<file path="config.mk">
export PLATFORM = sky130hd
export DESIGN_NAME = tlb_range_buf
export DESIGN_NICKNAME = d
export VERILOG_FILES = /design/src/rtl/tlb_rb_pkg.sv /design/src/rtl/tlb_rb_store.sv /design/src/rtl/tlb_rb_match.sv /design/src/rtl/tlb_rb_victim.sv /design/src/rtl/tlb_range_buf.sv
export SDC_FILE = /design/constraint.sdc
export NUM_CORES = 2
export LEC_CHECK = 0
export ABC_AREA = 1
export CAP_MARGIN = 20
export CORE_AREA = 2 2 547 549
export CTS_CLUSTER_DIAMETER = 150
export DETAILED_ROUTE_END_ITERATION = 7
export DIE_AREA = 0 0 549 551
export MAX_ROUTING_LAYER = met4
export PLACE_DENSITY = 0.47
export SETUP_SLACK_MARGIN = 0.05
export SLEW_MARGIN = 0
export SYNTH_ARGS = -nofsm -noshare
export SYNTH_HDL_FRONTEND = slang
export SYNTH_SLANG_ARGS = --single-unit
</file>
<file path="constraint.sdc">
create_clock -name clk -period 5.01 [get_ports clk]
set_input_delay 1.002 -clock clk [delete_from_list [all_inputs] [get_ports clk]]
set_output_delay 1.002 -clock clk [all_outputs]
set_load 0.005 [all_outputs]
</file>
<file path="src/rtl/tlb_rb_pkg.sv">
package tlb_rb_pkg;
  localparam int PPN_W  = 20;
  localparam int PPN_LO = 5;

  localparam logic [2:0] OP_LOOKUP    = 3'd1;
  localparam logic [2:0] OP_INS_ADDR  = 3'd2;
  localparam logic [2:0] OP_INS_PROT  = 3'd3;
  localparam logic [2:0] OP_PURGE_ONE = 3'd4;
  localparam logic [2:0] OP_PURGE_ALL = 3'd5;

  // Packed so that a cast of data bits 29:1 lands every field in place.
  typedef struct packed {
    logic        tref;
    logic        dirty;
    logic        brk;
    logic [2:0]  rights;
    logic [1:0]  rd_priv;
    logic [1:0]  wr_priv;
    logic        user_bit;
    logic [17:0] access_id;
  } rights_t;
endpackage

</file>
<file path="src/rtl/tlb_rb_store.sv">
module tlb_rb_store
  import tlb_rb_pkg::*;
#(
  parameter int ENTRIES   = 16,
  parameter int VA_W      = 32,
  parameter int PAGE_BITS = 12,
  localparam int IDX_W    = $clog2(ENTRIES)
) (
  input  logic                   clk,
  input  logic                   rst_n,
  input  logic                   clr_all,
  input  logic [ENTRIES-1:0]     clr_vec,
  input  logic                   wr_addr_en,
  input  logic [IDX_W-1:0]       wr_idx,
  input  logic [VA_W-1:0]        wr_first,
  input  logic [PPN_W-1:0]       wr_ppn,
  input  logic                   wr_prot_en,
  input  logic [IDX_W-1:0]       prot_idx,
  input  rights_t                prot_data,
  output logic [VA_W-1:0]        va_first [ENTRIES],
  output logic [VA_W-1:0]        va_last  [ENTRIES],
  output logic [PPN_W-1:0]       ppn      [ENTRIES],
  output rights_t                rights   [ENTRIES],
  output logic [ENTRIES-1:0]     valid
);
  localparam logic [VA_W-1:0] PAGE_MASK = VA_W'((64'd1 << PAGE_BITS) - 64'd1);

  always_ff @(posedge clk or negedge rst_n) begin
    if (!rst_n) begin
      for (int i = 0; i < ENTRIES; i++) begin
        va_first[i] <= '1;
        va_last[i]  <= '0;
        ppn[i]      <= '0;
        rights[i]   <= '0;
      end
      valid <= '0;
    end else if (clr_all) begin
      for (int i = 0; i < ENTRIES; i++) begin
        va_first[i] <= '1;
        va_last[i]  <= '0;
        ppn[i]      <= '0;
        rights[i]   <= '0;
      end
      valid <= '0;
    end else begin
      for (int i = 0; i < ENTRIES; i++) begin
        if (wr_addr_en && wr_idx == IDX_W'(i)) begin
          va_first[i] <= wr_first;
          va_last[i]  <= wr_first | PAGE_MASK;
          ppn[i]      <= wr_ppn;
          rights[i]   <= '0;
          valid[i]    <= 1'b0;
        end else if (clr_vec[i]) begin
          va_first[i] <= '1;
          va_last[i]  <= '0;
          ppn[i]      <= '0;
          rights[i]   <= '0;
          valid[i]    <= 1'b0;
        end
        if (wr_prot_en && prot_idx == IDX_W'(i)) begin
          rights[i] <= prot_data;
          valid[i]  <= 1'b1;
        end
      end
    end
  end
endmodule

</file>
<file path="src/rtl/tlb_rb_match.sv">
module tlb_rb_match #(
  parameter int ENTRIES = 16,
  parameter int VA_W    = 32,
  localparam int IDX_W  = $clog2(ENTRIES)
) (
  input  logic [VA_W-1:0]    addr,
  input  logic [VA_W-1:0]    va_first [ENTRIES],
  input  logic [VA_W-1:0]    va_last  [ENTRIES],
  output logic [ENTRIES-1:0] hit_vec,
  output logic               any_hit,
  output logic [IDX_W-1:0]   first_idx
);
  for (genvar g = 0; g < ENTRIES; g++) begin : g_cmp
    assign hit_vec[g] = (va_first[g] <= addr) && (addr <= va_last[g]);
  end

  // Lowest index wins: scan downward so the last assignment is the lowest.
  always_comb begin
    any_hit   = 1'b0;
    first_idx = '0;
    for (int i = ENTRIES - 1; i >= 0; i--) begin
      if (hit_vec[i]) begin
        any_hit   = 1'b1;
        first_idx = IDX_W'(i);
      end
    end
  end
endmodule

</file>
<file path="src/rtl/tlb_rb_victim.sv">
module tlb_rb_victim #(
  parameter int ENTRIES = 16,
  localparam int IDX_W  = $clog2(ENTRIES)
) (
  input  logic               clk,
  input  logic               rst_n,
  input  logic               take,
  input  logic [ENTRIES-1:0] free_vec,
  output logic [IDX_W-1:0]   tgt_idx
);
  logic [IDX_W-1:0] rr_ptr;
  logic [IDX_W-1:0] last_free;
  logic             have_free;

  // Highest free index is the one chosen.
  always_comb begin
    have_free = 1'b0;
    last_free = '0;
    for (int i = 0; i < ENTRIES; i++) begin
      if (free_vec[i]) begin
        have_free = 1'b1;
        last_free = IDX_W'(i);
      end
    end
  end

  assign tgt_idx = have_free ? last_free : rr_ptr;

  always_ff @(posedge clk or negedge rst_n) begin
    if (!rst_n) begin
      rr_ptr <= '0;
    end else if (take && !have_free) begin
      rr_ptr <= (rr_ptr == IDX_W'(ENTRIES - 1)) ? '0 : rr_ptr + 1'b1;
    end
  end
endmodule

</file>
<file path="src/rtl/tlb_range_buf.sv">
module tlb_range_buf
  import tlb_rb_pkg::*;
#(
  parameter int ENTRIES   = 16,
  parameter int VA_W      = 32,
  parameter int PAGE_BITS = 12,
  localparam int IDX_W    = $clog2(ENTRIES),
  localparam int PA_W     = PPN_W + PAGE_BITS
) (
  input  logic            clk,
  input  logic            rst_n,
  input  logic            cmd_valid,
  output logic            cmd_ready,
  input  logic [2:0]      cmd_op,
  input  logic [VA_W-1:0] cmd_addr,
  input  logic [31:0]     cmd_data,
  output logic            res_valid,
  output logic            res_hit,
  output logic            res_miss,
  output logic [PA_W-1:0] res_phys,
  output logic [17:0]     res_access_id,
  output logic            res_user_bit,
  output logic [1:0]      res_wr_priv,
  output logic [1:0]      res_rd_priv,
  output logic [2:0]      res_rights,
  output logic            res_brk,
  output logic            res_dirty,
  output logic            res_tref,
  output logic            prot_err
);
  logic [VA_W-1:0]    va_first [ENTRIES];
  logic [VA_W-1:0]    va_last  [ENTRIES];
  logic [PPN_W-1:0]   ppn      [ENTRIES];
  rights_t            rights   [ENTRIES];
  logic [ENTRIES-1:0] valid;
  logic [ENTRIES-1:0] hit_vec;
  logic [ENTRIES-1:0] clr_vec;
  logic               any_hit;
  logic [IDX_W-1:0]   first_idx;
  logic [IDX_W-1:0]   tgt_idx;
  logic               first_valid;
  logic               is_lk, is_ia, is_ip, is_po, is_pa;
  logic               prot_ok;
  rights_t            hit_rights;

  assign cmd_ready = 1'b1;

  assign is_lk = cmd_valid && (cmd_op == OP_LOOKUP);
  assign is_ia = cmd_valid && (cmd_op == OP_INS_ADDR);
  assign is_ip = cmd_valid && (cmd_op == OP_INS_PROT);
  assign is_po = cmd_valid && (cmd_op == OP_PURGE_ONE);
  assign is_pa = cmd_valid && (cmd_op == OP_PURGE_ALL);

  tlb_rb_match #(.ENTRIES(ENTRIES), .VA_W(VA_W)) u_match (
    .addr(cmd_addr), .va_first(va_first), .va_last(va_last),
    .hit_vec(hit_vec), .any_hit(any_hit), .first_idx(first_idx)
  );

  assign first_valid = any_hit && valid[first_idx];
  assign prot_ok     = any_hit && !valid[first_idx];

  // Covering valid slots count as free: they are cleared by the insert.
  tlb_rb_victim #(.ENTRIES(ENTRIES)) u_victim (
    .clk(clk), .rst_n(rst_n), .take(is_ia),
    .free_vec(~valid | hit_vec), .tgt_idx(tgt_idx)
  );

  always_comb begin
    clr_vec = '0;
    if (is_ia) clr_vec = hit_vec & valid;
    if (is_po && first_valid) clr_vec[first_idx] = 1'b1;
  end

  tlb_rb_store #(.ENTRIES(ENTRIES), .VA_W(VA_W), .PAGE_BITS(PAGE_BITS)) u_store (
    .clk(clk), .rst_n(rst_n), .clr_all(is_pa), .clr_vec(clr_vec),
    .wr_addr_en(is_ia), .wr_idx(tgt_idx),
    .wr_first({cmd_addr[VA_W-1:PAGE_BITS], {PAGE_BITS{1'b0}}}),
    .wr_ppn(cmd_data[PPN_LO+PPN_W-1:PPN_LO]),
    .wr_prot_en(is_ip && prot_ok), .prot_idx(first_idx),
    .prot_data(rights_t'(cmd_data[29:1])),
    .va_first(va_first), .va_last(va_last), .ppn(ppn),
    .rights(rights), .valid(valid)
  );

  assign hit_rights = first_valid ? rights[first_idx] : '0;

  always_ff @(posedge clk or negedge rst_n) begin
    if (!rst_n) begin
      res_valid     <= 1'b0;
      res_hit       <= 1'b0;
      res_miss      <= 1'b0;
      res_phys      <= '0;
      res_access_id <= '0;
      res_user_bit  <= 1'b0;
      res_wr_priv   <= '0;
      res_rd_priv   <= '0;
      res_rights    <= '0;
      res_brk       <= 1'b0;
      res_dirty     <= 1'b0;
      res_tref      <= 1'b0;
      prot_err      <= 1'b0;
    end else begin
      res_valid <= is_lk;
      prot_err  <= is_ip && !prot_ok;
      if (is_lk) begin
        res_hit       <= first_valid;
        res_miss      <= !first_valid;
        res_phys      <= first_valid ? {ppn[first_idx], cmd_addr[PAGE_BITS-1:0]} : '0;
        res_access_id <= hit_rights.access_id;
        res_user_bit  <= hit_rights.user_bit;
        res_wr_priv   <= hit_rights.wr_priv;
        res_rd_priv   <= hit_rights.rd_priv;
        res_rights    <= hit_rights.rights;
        res_brk       <= hit_rights.brk;
        res_dirty     <= hit_rights.dirty;
        res_tref      <= hit_rights.tref;
      end else begin
        res_hit  <= 1'b0;
        res_miss <= 1'b0;
      end
    end
  end
endmodule

</file>
After elaboration in Yosys (flattened, before gate mapping) --
Index checks and enable logic that the tools add are counted.
Operators by class: add/sub/neg operators 1, $lt $le $gt $ge 35, eq/ne operators 36, multiplexer cells 278, bitwise logic cells 5, reductions and logical operators 98
Operators by type and width (count):
- 32-bit 2-to-1 mux | 65
- 29-bit 2-to-1 mux | 51
- 32-bit <= comparator | 32
- 512-bit 2-to-1 mux | 2
- 20-bit 2-to-1 mux | 34
- 464-bit 2-to-1 mux | 1
- 320-bit 2-to-1 mux | 1
- 29-bit binary-select mux with 4-bit select | 1
- 4-bit 2-to-1 mux | 26
- 1-bit 2-to-1 mux | 85
- 20-bit binary-select mux with 4-bit select | 1
- 4-bit == test, second input constant | 17
- 4-bit nonzero test | 16
- 1-bit logical AND | 60
- 16-bit 2-to-1 mux | 3
- 3-bit nonzero test | 16
- 4-bit by 3-bit == test with 1-bit output, second input constant | 8
- 16-bit bitwise OR | 2
- 16-bit bitwise AND | 1
- 4-bit by 2-bit == test with 1-bit output, second input constant | 4
- 16-bit NOT | 1
- 3-bit 2-to-1 mux | 4
- 4-bit by 1-bit == test with 1-bit output, second input constant | 2
- 4-bit logical NOT | 2
- other kinds (12) | 18
Word-level totals: register bits 1893, bits of input ports 70, word-level logic and storage cells 659

Logic depth before layout (Yosys ltp) --
depth in word-level cells 28, depth in mapped cells 46, depth with buffers taken out 43

Cells and area by module --
Synthesis repeated with hierarchy kept, for this count alone.
Unflattened totals: cell total of the unflattened synthesis 13314, area total of the unflattened synthesis 101842.7 sq um
Modules (own cells, without submodules):
- tlb_rb_store | times used 1, cells each 7346, area an instance 66194.7 sq um, seq. area each 41880.2 sq um
- tlb_rb_match | times used 1, cells each 3591, area an instance 24547.3 sq um, seq. area each 0.0 sq um
- tlb_range_buf | times used 1, cells each 2298, area an instance 10662.7 sq um, seq. area each 1626.6 sq um
- tlb_rb_victim | times used 1, cells each 79, area an instance 437.9 sq um, seq. area each 100.1 sq um

Worst setup path before layout --
No wires, ideal clock.
kind input to register, start point input port cmd_addr[31], end point register u_store.rights[355] (netlist name), setup time 0.116 ns, arrival 4.963 ns, data required time 4.894 ns, slack -0.069 ns, cell stages on the path 39, buffers on the path 4, path through clkbuf_1 -> clkinv_1 -> ha_1 -> nand2_1 -> nor2_2 -> nand4_2 -> nor4_2 -> nand2_1 -> nand2_1 -> nand2_1 -> nand2_1 -> nand2_1 -> nand2_1 -> nand2_1 -> nand2_1 -> nand2_1 -> nand2_1 -> nand2_1 -> [3 not listed] -> nand2_1 -> nand2_4 -> nand2_8 -> nand2_8 -> nand2_4 -> nand3_1 -> nor2_1 -> a21oi_1 -> nand2_1 -> nor2_4 -> buf_12 -> nand4_4 -> nand2_2 -> nor2_2 -> buf_6 -> buf_6 -> nand2_2 -> nand2_1
On the way: cells in the longest elaborated chain, start to end 26, elaborated cells on any way between the ends 137, those cells by class order compare: 34; eq/ne: 2; mux: 73; bitwise: 3; reduce/logical: 25
RTL lines:
- start: declaration | line tlb_range_buf.sv:15 | input logic [VA_W-1:0] cmd_addr,
- parallel branches: the longest is 26 deep, another holds 32-bit <= comparator
Several ways; the timed one is not identified. The select of a mux whose other input is x is not followed. A chain may end at the register's enable or synchronous reset.

Worst setup path in the final report --
start point input port cmd_addr[29], end point register u_store.rights[369] (netlist name)
On the way: cells in the longest elaborated chain, start to end 26, elaborated cells on any way between the ends 137, those cells by class order compare: 34; eq/ne: 2; mux: 73; bitwise: 3; reduce/logical: 25
RTL lines:
- parallel branches: the longest is 26 deep, another holds 32-bit <= comparator
Several ways; the timed one is not identified. The select of a mux whose other input is x is not followed.

==> results.json <==
{
  "finalInstanceArea_um2": 114000,
  "fin_skew_ns": 0.0675,
  "setup_viol": 0,
  "dpl-instance-area_um2": 104000,
  "drive_above_1_share_pct": 20.7,
  "grt_first_pass_wirelength_um": 538000,
  "critical-path-max-stage-delay_ns": 0.29,
  "drc": 0,
  "ys_ff_latch": 1541,
  "cts_root_buf": "clkbuf_16",
  "cp.required_ns": 5.76,
  "p_switching_mw": 16.4,
  "max_slew_margin_pct": 28.8,
  "p_leak_nw": 53.9,
  "postLayoutCoreUtil_pct": 38.6,
  "firstDrtPassIters": 6,
  "drtIter0Drc": 6984,
  "track_usage_pct": 24.4,
  "hold_class": "in -> async",
  "syn_nets": 11616,
  "ant_nets": 0,
  "nNetsFinal": 12711,
  "io_pins": 136,
  "status": "complete, no violations",
  "cts_buffers": 187,
  "fin_crit_sh_pct": 97.9,
  "rsz0062_at_grt": "yes",
  "cts.clk_slew.worst_paths_ns": 0.06,
  "grt_max_degree": 156,
  "comb_power_share_pct": 36.2,
  "core_um2": 296000,
  "timing.fmax_mhz": 204,
  "clockPowerShare_pct": 31.0,
  "layout-area-overhead-vs-synth_pct": 29.1,
  "syn-cell-area_um2": 88600,
  "htreeDepth": 4,
  "clock_latency_ns": 0.89,
  "start_util_pct": 29.9,
  "pwr-share-seq_pct": 32.7,
  "cts.sinks": 1541,
  "clock_path_buffers": 4,
  "power_density_nw_per_um2": 396,
  "die_h_um": 551,
  "synth_top_area_cell": "dfrtp_1",
  "die_area_um2": 302000,
  "crit_fanout": 7,
  "rows": 200,
  "crit_slowest_cell": "nor4_4",
  "async_flop_share_pct": 100,
  "vias": 82233,
  "synth-main-ff-cell": "dfrtp_1",
  "peakVddDrop_mv": 0.302,
  "worst_slew_pin_slew_ns": 1.07,
  "synth_area_leaders": "dfrtp_1, ha_1, dfstp_2",
  "synth_edf_count": 0,
  "viasPerCell": 5.23,
  "syn_area_per_cell_um2": 8.42,
  "grt_overflow_total": 0,
  "antenna_found_initial": 20,
  "netlist_instances": 10521,
  "start_kind": "input port",
  "synthDistinctLibCells": 59,
  "hold_violations": 0,
  "sw_frac_of_total_pct": 36.2,
  "end_kind": "register",
  "hold_buffers": 0,
  "drt-total-wl_um": 378000,
  "finalWeightedCongestion": 0.914,
  "internal_power_mw": 28.8,
  "slew_violations": 0,
  "yosysWarningCount": 0,
  "critical_path_arrival_ns": 5.66,
  "wl_per_cell_um": 24.1,
  "critical_path_class": "in -> reg",
  "period_needed_ns": 4.91,
  "hpwl_um": 255000,
  "ys_seq_area_share_pct": 44.0,
  "synth_top_area_share_pct": 34.0,
  "numPortBuffers": 131,
  "fp.dieW_um": 549,
  "maxCapViolCount": 0,
  "grt_pass1_vias": 80951,
  "cts_tree": "done"
}
[cell type report]
| type | count | area (µm²) |
|---|---|---|
| Fill cell | 29905 | 182000 |
| Multi-Input combinational cell | 7485 | 44900 |
| Sequential cell | 1541 | 39000 |
| Timing Repair Buffer | 1521 | 15900 |
| Clock buffer | 289 | 5620 |
| Tap cell | 3939 | 4930 |
| Inverter | 878 | 3430 |
| Clock inverter | 52 | 584 |
| Antenna cell | 11 | 27.5 |
| Timing Repair inverter | 2 | 15.0 |
[what timing repair did]
| action | in CTS | in global routing |
|---|---|---|
| gates cloned | 6 | 41 |
| endpoints found under the setup margin | 1536 | 1535 |
| resized for setup | 105 | 327 |
| buffers inserted | 32 | 90 |
| pin swaps | 21 | 110 |
[cells in the mapped netlist, types with 20 or more instances]
| cell type | number |
|---|---|
| a211oi_1 | 22 |
| a21oi_1 | 510 |
| buf_1 | 43 |
| buf_2 | 157 |
| buf_4 | 22 |
| buf_6 | 25 |
| clkbuf_1 | 367 |
| clkinv_1 | 20 |
| dfrtp_1 | 1205 |
| dfstp_2 | 336 |
| ha_1 | 1025 |
| inv_1 | 839 |
| nand2_1 | 1916 |
| nand2_2 | 39 |
| nand3_1 | 301 |
| nand4_1 | 369 |
| nor2_1 | 1528 |
| nor3_1 | 102 |
| o2111ai_1 | 27 |
| o211ai_1 | 22 |
| o21a_1 | 52 |
| o21ai_0 | 701 |
| o21ai_1 | 136 |
| o21ai_2 | 20 |
| o221ai_1 | 35 |
| o22ai_1 | 376 |
| o31ai_1 | 160 |
[metrics by stage]
| stage | power, mW | hold WS, ns | setup WS [ns] | TNS, ns | instances |
|---|---|---|---|---|---|
| 6_report | 45.2 | 0.0358 | 0.105 | 0 | 15718 |
| 5_1_grt | 47.5 | 0.0652 | -0.0122 | -0.128 | 15716 |
| 4_1_cts | 44.8 | 0.0494 | 0.0241 | 0 | 15580 |
| 3_5_place_dp | 30.4 | 0.459 | -1.68 | -2216.21 | 15201 |
| 3_3_place_gp | 30.2 | 0.453 | -1.69 | -2223.02 | 15201 |
| 2_1_floorplan | 22.3 | 0.442 | 0.0510 | 0 | 10521 |
[metal layers]
metal / vias up / wire [µm] / global-route usage [%]
met1: 41013 / 167000 / 31.9
li1: 37888 / - / -
met2: 2703 / 173000 / 38.5
met4: 0 / 15700 / 9.09
met5: - / 0 / -
met3: 629 / 22300 / 2.93
[critical path, delay by kind of cell]
| family | cells | cell delay, ns |
|---|---|---|
| adder cells (fa/ha/maj) | 1 | 0.28 |
| buffers and inverters | 15 | 2.00 |
| AND/OR/NAND/NOR | 19 | 2.12 |
| AO/OA/AOI/OAI | 2 | 0.23 |
[sequential cells by signal, indices dropped and copies added, names as in the netlist, 2 cells and up]
| name | cells |
|---|---|
| res_rd_priv | 2 |
| u_store.rights | 464 |
| u_victim.rr_ptr | 4 |
| res_access_id | 18 |
| res_wr_priv | 2 |
| u_store.va_first | 336 |
| res_phys | 32 |
| res_rights | 3 |
| u_store.va_last | 336 |
| u_store.valid | 16 |
| u_store.ppn | 320 |
[final timing paths]
kind / start / end / slack, ns / depth (start not counted)
worst max-delay path: cmd_addr[29] / u_store.rights[369] / 0.10 / 37
worst min-delay path: rst_n / u_store.va_last[504] / 0.04 / 1
worst max register to register: u_store.va_last[171] / u_store.rights[369] / 0.18 / 30
worst min register to register: u_store.rights[181] / u_store.rights[181] / 0.47 / 2
max in group asynchronous: rst_n / u_store.va_last[380] / 3.44 / 2
min in group clk: u_store.rights[181] / u_store.rights[181] / 0.47 / 2
[logic make-up (layout without fill, tap and decap cells)]
kind of cell | after synthesis | after routing | synth area share [%]
mux | 1 | 1 | 0.0113
xor+xnor | 1 | 1 | 0.00989
compound gates | 2097 | 2097 | 13.6
fa+ha+maj | 1025 | 1025 | 14.5
flops | 1541 | 1541 | 44.0
buf+inv | 1495 | 2742 | 6.89
simple gates | 4360 | 4360 | 21.0
other cells | 1 | 12 | 0.00423
[cell usage in the layout (no fill, tap or decap), types with 49 or more instances in the layout]
cell type / instances
inv_1: 819
dfstp_2: 335
nand2_1: 1840
clkdlybuf4s50_1: 98
o21ai_0: 679
clkbuf_1: 49
o22ai_1: 376
clkbuf_16: 219
nand4_1: 369
o21ai_1: 158
dfrtp_1: 1202
nand3_1: 273
nor2_1: 1497
buf_12: 258
o21a_1: 52
nand2_2: 90
ha_1: 1015
a21oi_1: 497
buf_4: 1046
nor3_1: 85
o31ai_1: 156
clkbuf_8: 51
[power groups by stage]
stage / clock network [mW] / registers [mW] / logic, mW
after floorplan: 0 / 14.7 / 7.54
after global placement: 0 / 14.9 / 15.3
after detailed placement: 0 / 15.0 / 15.5
after CTS: 14.3 / 14.8 / 15.7
after global routing: 14.8 / 14.9 / 17.7
final: 14.0 / 14.8 / 16.4
(Power assumes the default switching activity.)
